[src/rtl/ctl_stage_pkg.sv]
package ctl_stage_pkg;

   typedef enum logic {
      CTL_ASYNC = 1'b0,
      CTL_SYNC  = 1'b1
   } ctl_timing_e;

   function automatic int ctl_sel_width(input int choices);
      return (choices > 1) ? $clog2(choices) : 1;
   endfunction

endpackage

[src/rtl/ctl_capture_reg.sv]
module ctl_capture_reg #(
   parameter int   W       = 8,
   parameter logic RST_BIT = 1'b0
) (
   input  logic         clk,
   input  logic         rst_n,
   input  logic [W-1:0] d,
   output logic [W-1:0] q
);

   localparam logic [W-1:0] RST_VAL = {W{RST_BIT}};

   if (W < 1) begin : g_bad_width
      $error("ctl_capture_reg: W must be at least 1");
   end

   always_ff @(posedge clk or negedge rst_n) begin
      if (!rst_n) q <= RST_VAL;
      else        q <= d;
   end

endmodule

[src/rtl/ctl_group_path.sv]
module ctl_group_path
   import ctl_stage_pkg::*;
#(
   parameter int   W       = 8,
   parameter logic RST_BIT = 1'b0
) (
   input  logic         clk,
   input  logic         rst_n,
   input  ctl_timing_e  timing,
   input  logic [W-1:0] raw,
   output logic [W-1:0] eff
);

   logic [W-1:0] held;

   ctl_capture_reg #(
      .W       (W),
      .RST_BIT (RST_BIT)
   ) u_cap (
      .clk   (clk),
      .rst_n (rst_n),
      .d     (raw),
      .q     (held)
   );

   for (genvar b = 0; b < W; b++) begin : g_lane
      always_comb begin
         unique case (timing)
            CTL_SYNC:  eff[b] = held[b];
            default:   eff[b] = raw[b];
         endcase
      end
   end

endmodule

[src/rtl/ctl_prime_flag.sv]
module ctl_prime_flag (
   input  logic clk,
   input  logic rst_n,
   output logic primed
);

   always_ff @(posedge clk or negedge rst_n) begin
      if (!rst_n) primed <= 1'b0;
      else        primed <= 1'b1;
   end

endmodule

[src/rtl/ctl_sync_stage.sv]
module ctl_sync_stage
   import ctl_stage_pkg::*;
#(
   parameter int N_SIDE = 4,
   parameter int ASEL_W = 2,
   parameter int XSRC_W = 2,
   parameter int XPORT_W_P = ctl_sel_width(N_SIDE),
   parameter int YPORT_W_P = ctl_sel_width(N_SIDE / 2),
   parameter int N_OE_P    = N_SIDE + 2
) (
   input  logic                 clk_ctl,
   input  logic                 rst_n,
   input  logic                 oe_mode_sync,
   input  logic                 dp_mode_sync,
   input  logic [N_OE_P-1:0]    oe_n_raw,
   input  logic [ASEL_W-1:0]    asel_raw,
   input  logic [XSRC_W-1:0]    xsrc_raw,
   input  logic [XPORT_W_P-1:0] xport_raw,
   input  logic [YPORT_W_P-1:0] yport_raw,
   input  logic [N_SIDE-1:0]    ld_in_raw,
   input  logic [N_SIDE-1:0]    ld_out_raw,
   input  logic                 wide_raw,
   output logic [N_OE_P-1:0]    oe_n_eff,
   output logic [ASEL_W-1:0]    asel_eff,
   output logic [XSRC_W-1:0]    xsrc_eff,
   output logic [XPORT_W_P-1:0] xport_eff,
   output logic [YPORT_W_P-1:0] yport_eff,
   output logic [N_SIDE-1:0]    ld_in_eff,
   output logic [N_SIDE-1:0]    ld_out_eff,
   output logic                 wide_eff,
   output logic                 ctl_primed
);

   localparam int DP_W = ASEL_W + XSRC_W + XPORT_W_P + YPORT_W_P + 2 * N_SIDE + 1;

   if (N_SIDE < 2 || (N_SIDE & (N_SIDE - 1)) != 0) begin : g_bad_side
      $error("ctl_sync_stage: N_SIDE must be a power of two, at least 2");
   end
   if (ASEL_W < 1 || XSRC_W < 1) begin : g_bad_sel
      $error("ctl_sync_stage: select widths must be at least 1");
   end
   if (N_OE_P != N_SIDE + 2) begin : g_bad_oe
      $error("ctl_sync_stage: N_OE_P must equal N_SIDE + 2");
   end

   logic [DP_W-1:0] dp_raw;
   logic [DP_W-1:0] dp_eff;

   assign dp_raw = {wide_raw, ld_out_raw, ld_in_raw, yport_raw,
                    xport_raw, xsrc_raw, asel_raw};

   ctl_group_path #(
      .W       (N_OE_P),
      .RST_BIT (1'b1)
   ) u_oe_grp (
      .clk    (clk_ctl),
      .rst_n  (rst_n),
      .timing (ctl_timing_e'(oe_mode_sync)),
      .raw    (oe_n_raw),
      .eff    (oe_n_eff)
   );

   ctl_group_path #(
      .W       (DP_W),
      .RST_BIT (1'b0)
   ) u_dp_grp (
      .clk    (clk_ctl),
      .rst_n  (rst_n),
      .timing (ctl_timing_e'(dp_mode_sync)),
      .raw    (dp_raw),
      .eff    (dp_eff)
   );

   assign {wide_eff, ld_out_eff, ld_in_eff, yport_eff,
           xport_eff, xsrc_eff, asel_eff} = dp_eff;

   ctl_prime_flag u_prime (
      .clk    (clk_ctl),
      .rst_n  (rst_n),
      .primed (ctl_primed)
   );

endmodule

[config.mk]
export PLATFORM = sky130hd
export DESIGN_NAME = ctl_sync_stage
export DESIGN_NICKNAME = d
export VERILOG_FILES = /design/src/rtl/ctl_stage_pkg.sv /design/src/rtl/ctl_capture_reg.sv /design/src/rtl/ctl_group_path.sv /design/src/rtl/ctl_prime_flag.sv /design/src/rtl/ctl_sync_stage.sv
export SDC_FILE = /design/constraint.sdc
export NUM_CORES = 1
export LEC_CHECK = 0
export BUFFER_PORTS_ARGS = -buffer_cell sky130_fd_sc_hd__buf_4
export CAP_MARGIN = 20
export CORE_MARGIN = 1.5
export CORE_UTILIZATION = 30
export DETAILED_ROUTE_END_ITERATION = 7
export HOLD_SLACK_MARGIN = 0.15
export SLEW_MARGIN = 20
export SYNTH_ARGS = -nofsm -noshare
export SYNTH_HDL_FRONTEND = slang
export SYNTH_SLANG_ARGS = --single-unit
[constraint.sdc]
create_clock -name clk_ctl -period 1 [get_ports clk_ctl]
set_clock_uncertainty 0.15 [all_clocks]
set_input_delay 0.2 -clock clk_ctl [delete_from_list [all_inputs] [get_ports clk_ctl]]
set_output_delay 0.2 -clock clk_ctl [all_outputs]
set_load 0.01 [all_outputs]
==> results of run 1 <==
-- per-layer routing --
metal  routed length (um)  global-route usage (%)  vias to the layer above  share of wire [%]
met3                  147                    4.02                        2                8.1
li1                     -                       -                      313                  -
met1                  746                    14.7                      329                 41
met2                  907                    19.6                       26                 50
met5                    0                       0                        -                  0
met4                   16                    3.99                        0               0.88
-- cells by family (layout without fill, tap and decap cells) --
kind of cell           count (synthesis)  after routing  share of synthesized area (%)
DFF                                   23             23                           64.2
muxes                                 22             22                           31.4
buffers and inverters                  3             77                           3.99
other                                  1              1                          0.413
-- repair_timing --
| action | 4_1_cts | 5_1_grt |
|---|---|---|
| endpoints found under the setup margin | 23 | 23 |
| hold endpoints to repair | 45 | 8 |
| gates resized for setup | 29 | 0 |
-- where the power goes --
part           switching, mW  internal [mW]  total, mW
combinational          0.169          0.356      0.525
sequential            0.0136          0.986       1.00
clock                  0.267          0.152      0.419
total                  0.450           1.49       1.94
-- critical path: stages, from the launching register on --
cell and delay [ps]:
dfstp_2 540, mux2_4 140, buf_6 90
-- synth_stat cells (all sizes together) --
| master | instances | share of area, % |
|---|---|---|
| mux2 | 22 | 31 |
| dfrtp | 17 | 47 |
| dfstp | 6 | 17 |
| buf | 3 | 4.0 |
| conb | 1 | 0.41 |
-- flip-flops by register name, summed over array words and instances (netlist names) --
signal,count
u_prime.primed,1
u_dp_grp.u_cap.q,16
u_oe_grp.u_cap.q,6
-- metrics by stage --
stage	setup TNS, ps	power, mW	worst slack, ps	instance area, um2	cells
2_1_floorplan	-1090	1.20	-108	941	49
3_3_place_gp	-5480	1.40	-317	1310	127
3_5_place_dp	-5600	1.41	-325	1310	127
4_1_cts	-9800	1.98	-451	1680	154
5_1_grt	-10570	2.07	-495	1680	154
6_report	-9260	1.94	-425	1680	154
-- final cells by class --
cell class                      count  area, um2  share of cell area [%]
Clock buffer                        3       22.5                    1.34
Timing Repair Buffer               73        692                    41.2
Multi-Input combinational cell     23        334                    19.9
Tap cell                           31       38.8                    2.31
Clock inverter                      1       7.51                   0.447
Sequential cell                    23        583                    34.8
-- how the worst max path moves through the flow --
stage                         startpoint       endpoint  slack, ps
floorplan                   dp_mode_sync    asel_eff[0]       -110
global placement            dp_mode_sync  ld_out_eff[2]       -320
detailed placement          dp_mode_sync   ld_in_eff[3]       -320
CTS                 u_dp_grp.u_cap.q[10]   ld_in_eff[3]       -450
global route         u_oe_grp.u_cap.q[4]    oe_n_eff[4]       -490
finish               u_oe_grp.u_cap.q[4]    oe_n_eff[4]       -420
-- cell usage in the layout, fill, tap and decap left out --
master,n
dlygate4sd3_1,23
conb_1,1
clkbuf_4,3
dfrtp_1,17
mux2_4,22
buf_4,27
clkinvlp_4,1
buf_6,23
dfstp_2,6
==> results summary, run 1 <==
Once detail routing completed, the nets flagged for antenna violations numbered 0. The total count of hold-check failures in the final report came to 0. The worst path in the final design needs a cycle of 1420 ps, including I/O delays and setup. At the end of the flow, the number of nets in the layout was 150.

The clock input transition at the sequential cells of the worst setup and hold paths came out at 120 ps. The path class of the lowest-slack min-delay path is in2async. The synthesized area divided by synthesized cell count is 18.5 um2. For the worst setup path, the data required time is 650 ps.

The number of CTS-inserted buffers came out at 3. Counting every instance in the synthesized netlist gives 49. The via count of the first global-routing pass came to 745. Dividing the detail-routed via count by the number of cells gives 4.35.

The number of filler cells placed in the layout is 237. The total power per unit cell area came out at 1160 nW/um2. The number of vias in the routed layout came out at 670. The overall routed net length came out at 1.82 mm. The proportion of synthesized chip area in sequential cells is 64.2%. The cts-stage hold buffer count came out at 23. The final setup slack of the worst path is -425 ps. The maximum net fanout on the critical path is 1.

The checks that failed: setup timing. The initial standard-cell utilization of the core came out at 32.4%. The run finished, with violations left. Detailed placement finished with a half-perimeter wire length of 1.26 mm. The final max-slew violation count is 0. The total die area came out at 3370 um2. The mapped netlist covers 908 um2. The antenna cell count came out at 0. The final design utilization came out at 59.8%.

The worst setup path is of the reg2out kind. The total setup buffers inserted after CTS is 0. The cell chosen for the clock root is clkbuf_4. Global routing finished with a remaining overflow of 0.

The average wire length per cell after detail routing came out at 11.8 um. Hold timing on the final database bottoms out at a slack of 152 ps. The final critical-path share of the clock period is 142%.

The width of the die is 58.0 um. The final number of setup-violating endpoints is 23. Setup repair after global routing could not meet its margin everywhere. The maximum clock rate is 702 MHz. STA classifies the critical path startpoint as a flip-flop.

STA classifies the critical path endpoint as an output port. Clock tree synthesis found a total of 23 sinks. The height of the die is 58.0 um. The number of iterations in the first detailed-routing pass is 5.

The row count came out at 19. The residual DRC count is 0. The routability-driven placement congestion ratio is 0.652. TritonCTS built the clock tree. The pin count of the biggest net entering global routing is 24.

The I/O pin count is 49. Counting every net in the synthesized netlist gives 75. The first-iteration detailed-routing DRC count is 9. The deepest level of the CTS H-tree is 1. The first-pass GRT wire length came out at 3.11 mm. Cells with a size suffix above 1 make up 66.7% of the layout.

IR analysis of the VDD net gives a maximum drop of 0.921 mV. In the global route stage, overall resource usage came out at 11.9%. The area growth from synthesis to layout is 84.7%. The clock tree buffer depth is 2. The number of synthesis warnings came out at 0. Counting flops and latches in the post-synthesis netlist gives 23. Data on the critical path arrives at its endpoint at 1070 ps.

The count of buffers from port buffering came out at 48. The count of different cell masters after synthesis is 8. Across the run, the number of max-cap violations was 0. The floorplan step defined a core boundary enclosing 2810 um2.

The static leakage came out at 0.824 nW. The number of antenna violations at the first check in global routing is 0.
Power figures use the tool's default switching activity.
==> inputs of run 2 (changes only) <==
- GPL_TIMING_DRIVEN: unset -> 0
==> run 2 against run 1 <==
The flow still finishes with violations (setup timing). Total power is 0.52% higher. Via count is 0.45% higher. Combinational power is 2% higher. First-iteration DRC count is 33% lower.
==> results summary, run 2 (synthesized netlist as in run 1, its figures left out) <==
The average wire length per cell after detail routing is 13.0 um (was 11.8 um). The overall routed net length came out at 1.99 mm (was 1.82 mm). The number of filler cells placed in the layout came to 238 (was 237). The synthesis-to-layout area growth is 86.2% (was 84.7%). The clock tree buffer depth was 2 (unchanged).

Biggest registers after layout: u_dp_grp.u_cap.q: 16 flops, u_oe_grp.u_cap.q: 6 flops, u_prime.primed: 1 flops (unchanged). Setup repair after global routing missed its margin: true (unchanged). The endpoint type of the worst setup path is an output port (unchanged). The number of antenna violations at the first check in global routing is 0 (unchanged). The row count is 19 (unchanged). The height of the die was 58.0 um (unchanged).

The clock sink total is 23 (unchanged). The final max-slew violation count is 0 (unchanged). The total power per unit cell area came out at 1150 nW/um2 (was 1160 nW/um2). The overall power after layout came to 1.95 mW (was 1.94 mW).

The routability-driven placement congestion ratio is 0.604 (was 0.652). The core area came out at 2810 um2 (unchanged). The number of max-cap violations came out at 0 (unchanged). The number of iterations in the first detailed-routing pass is 5 (unchanged).

The number of vias in the routed layout is 673 (was 670). The final setup slack of the worst path is -439 ps (was -425 ps). The non-filler instance count after layout was 153 (was 154).

Result of the run: finished with violations (unchanged). The final design utilization is 60.3% (was 59.8%). The peak supply drop is 0.874 mV (was 0.921 mV). The total die area was 3370 um2 (unchanged). Commonest cells after routing, fill and taps aside: 24 x buf_6, 23 x dlygate4sd3_1, 23 x buf_4, 22 x mux2_4, 17 x dfrtp_1 (was 27 x buf_4, 23 x dlygate4sd3_1, 23 x buf_6, 22 x mux2_4, 17 x dfrtp_1). The count of buffers from port buffering came out at 46 (was 48). The total congestion overflow came out at 0 (unchanged).

The fraction of layout instances using a drive strength above 1 came out at 66.4% (was 66.7%). The overall fraction of global-route tracks in use is 13.3% (was 11.9%). The endpoint of the worst setup timing path is xsrc_eff[1] (was oe_n_eff[4]). The sequential cell fraction of total power is 51.2% (was 51.4%). The deepest level of the CTS H-tree is 1 (unchanged). The static leakage is 0.831 nW (was 0.824 nW). The number of CTS-inserted buffers came to 3 (unchanged). The share of power burned in the clock network came out at 21.4% (was 21.6%).

The net switching fraction of the power is 23.3% (was 23.2%). The maximum net fanout on the critical path is 1 (unchanged). The final number of setup-violating endpoints is 23 (unchanged). The via count of the first global-routing pass came out at 772 (was 745).

The routed via count divided by cell count was 4.40 (was 4.35). The count of nets left with antenna violations after detail routing is 0 (unchanged). The highest layer used for signal routing was met4 (unchanged). The switching power of the nets came out at 456 uW (was 450 uW). The wire length on met3 came out at 107 um (was 147 um). The worst setup slack after placement is -257 ps (was -325 ps). The initial standard-cell utilization of the core is 32.4% (unchanged). The cell internal power dissipation came out at 1.50 mW (was 1.49 mW). The clock tree from TritonCTS was yes (unchanged).

The type of element launching the critical path is a flip-flop (unchanged). The antenna cell count came to 0 (unchanged). The arrival time of data at the critical path endpoint came out at 1090 ps (was 1070 ps).

The total count of hold-check failures in the final report came to 0 (unchanged). The final critical-path share of the clock period came out at 144% (was 142%). The origin of the worst setup path is u_dp_grp.u_cap.q[3] (was u_oe_grp.u_cap.q[4]).

The cell chosen for the clock root is clkbuf_4 (unchanged). The path class of the lowest-slack min-delay path was in2async (unchanged). The clock input transition at the sequential cells of the worst setup and hold paths came out at 120 ps (about the same). The endpoint required time on the critical path was 650 ps (about the same). The first-pass GRT wire length came to 3.35 mm (was 3.11 mm). The combinational group share of total power is 27.4% (was 27.0%). The category of the critical setup timing path is reg2out (unchanged). The final design area excluding fillers came out at 1690 um2 (was 1680 um2).

The amount of wire on met2 after detailed routing came out at 1.10 mm (was 907 um). The width of the die came out at 58.0 um (unchanged). The placed standard-cell area came out at 1330 um2 (was 1310 um2). The number of instances in the placed design is 126 (was 127).

The I/O pin count came out at 49 (unchanged). The final net count is 149 (was 150). The minimum clock period after layout came out at 1440 ps (was 1420 ps). The routed length on met1 was 762 um (was 746 um). The first-iteration detailed-routing DRC count is 6 (was 9). The register containing the most flip-flops in the final layout is u_dp_grp.u_cap.q (unchanged). The pin count of the biggest net entering global routing is 24 (unchanged). The maximum clock rate came out at 695 MHz (was 702 MHz). The residual DRC count came out at 0 (unchanged). Failing checks: setup timing (unchanged). The commonest non-fill, non-tap cell in the layout was buf_6 (was buf_4). The number of flip-flops in the largest register came to 16 (unchanged).
## run 2: cell types whose count changed in the layout (fill, tap and decap cells not counted), sizes merged
cell,delta
buf,-1
clkinv,+1
clkinvlp,-1
## run 2: per-layer routing
metal | up-vias | global-route usage [%]
met3 | 2 | 3.35
li1 | 309 | -
met1 | 334 | 15.2
met2 | 28 | 24.0
met4 | 0 | 4.98
met5 | - | 0
## run 2: worst max-delay path: stages, from the launching register on
cell and delay (ps):
dfrtp_1 400, mux2_4 270, buf_6 120
## run 2: final cells by class
class                   count  area [um2]  area share [%]
plain buffers               3        46.3            2.74
multi-input cells          23         334            19.7
flip-flops and latches     23         583            34.5
repair buffers             69         662            39.1
well taps                  31        38.8            2.29
clock buffers               3        22.5            1.33
clock inverters             1        5.00           0.296
## run 2: how the worst min path moves through the flow
stage                      from                    to  slack (ps)
final                     rst_n        u_prime.primed         150
after global routing      rst_n  u_dp_grp.u_cap.q[13]         160
after CTS                 rst_n        u_prime.primed         150
after detailed placement  rst_n        u_prime.primed         -40
after global placement    rst_n        u_prime.primed         -40
after floorplan           rst_n   u_dp_grp.u_cap.q[0]        -250
## run 2: stage by stage
stage               hold WS, ps  setup TNS, ps
finish                      151          -9360
floorplan                  -246          -1090
global placement          -43.3          -3820
detailed placement        -41.2          -3910
CTS                         148          -9690
global route                165         -10470
## run 2: timing repair
item | CTS | global route
gates resized for setup | 29 | 0
hold buffers | 23 | 0
buffers inserted | 0 | 0
gates cloned | 0 | 0
endpoints found under the hold margin | 45 | 0
endpoints found under the setup margin | 23 | 23
## run 2: power groups by stage
stage	Clock, mW	Sequential [mW]	Combinational [mW]
2_1_floorplan	0	1.01	0.185
3_3_place_gp	0	1.01	0.393
3_5_place_dp	0	1.02	0.400
4_1_cts	0.440	1.00	0.538
5_1_grt	0.483	1.01	0.571
6_report	0.419	1.00	0.535
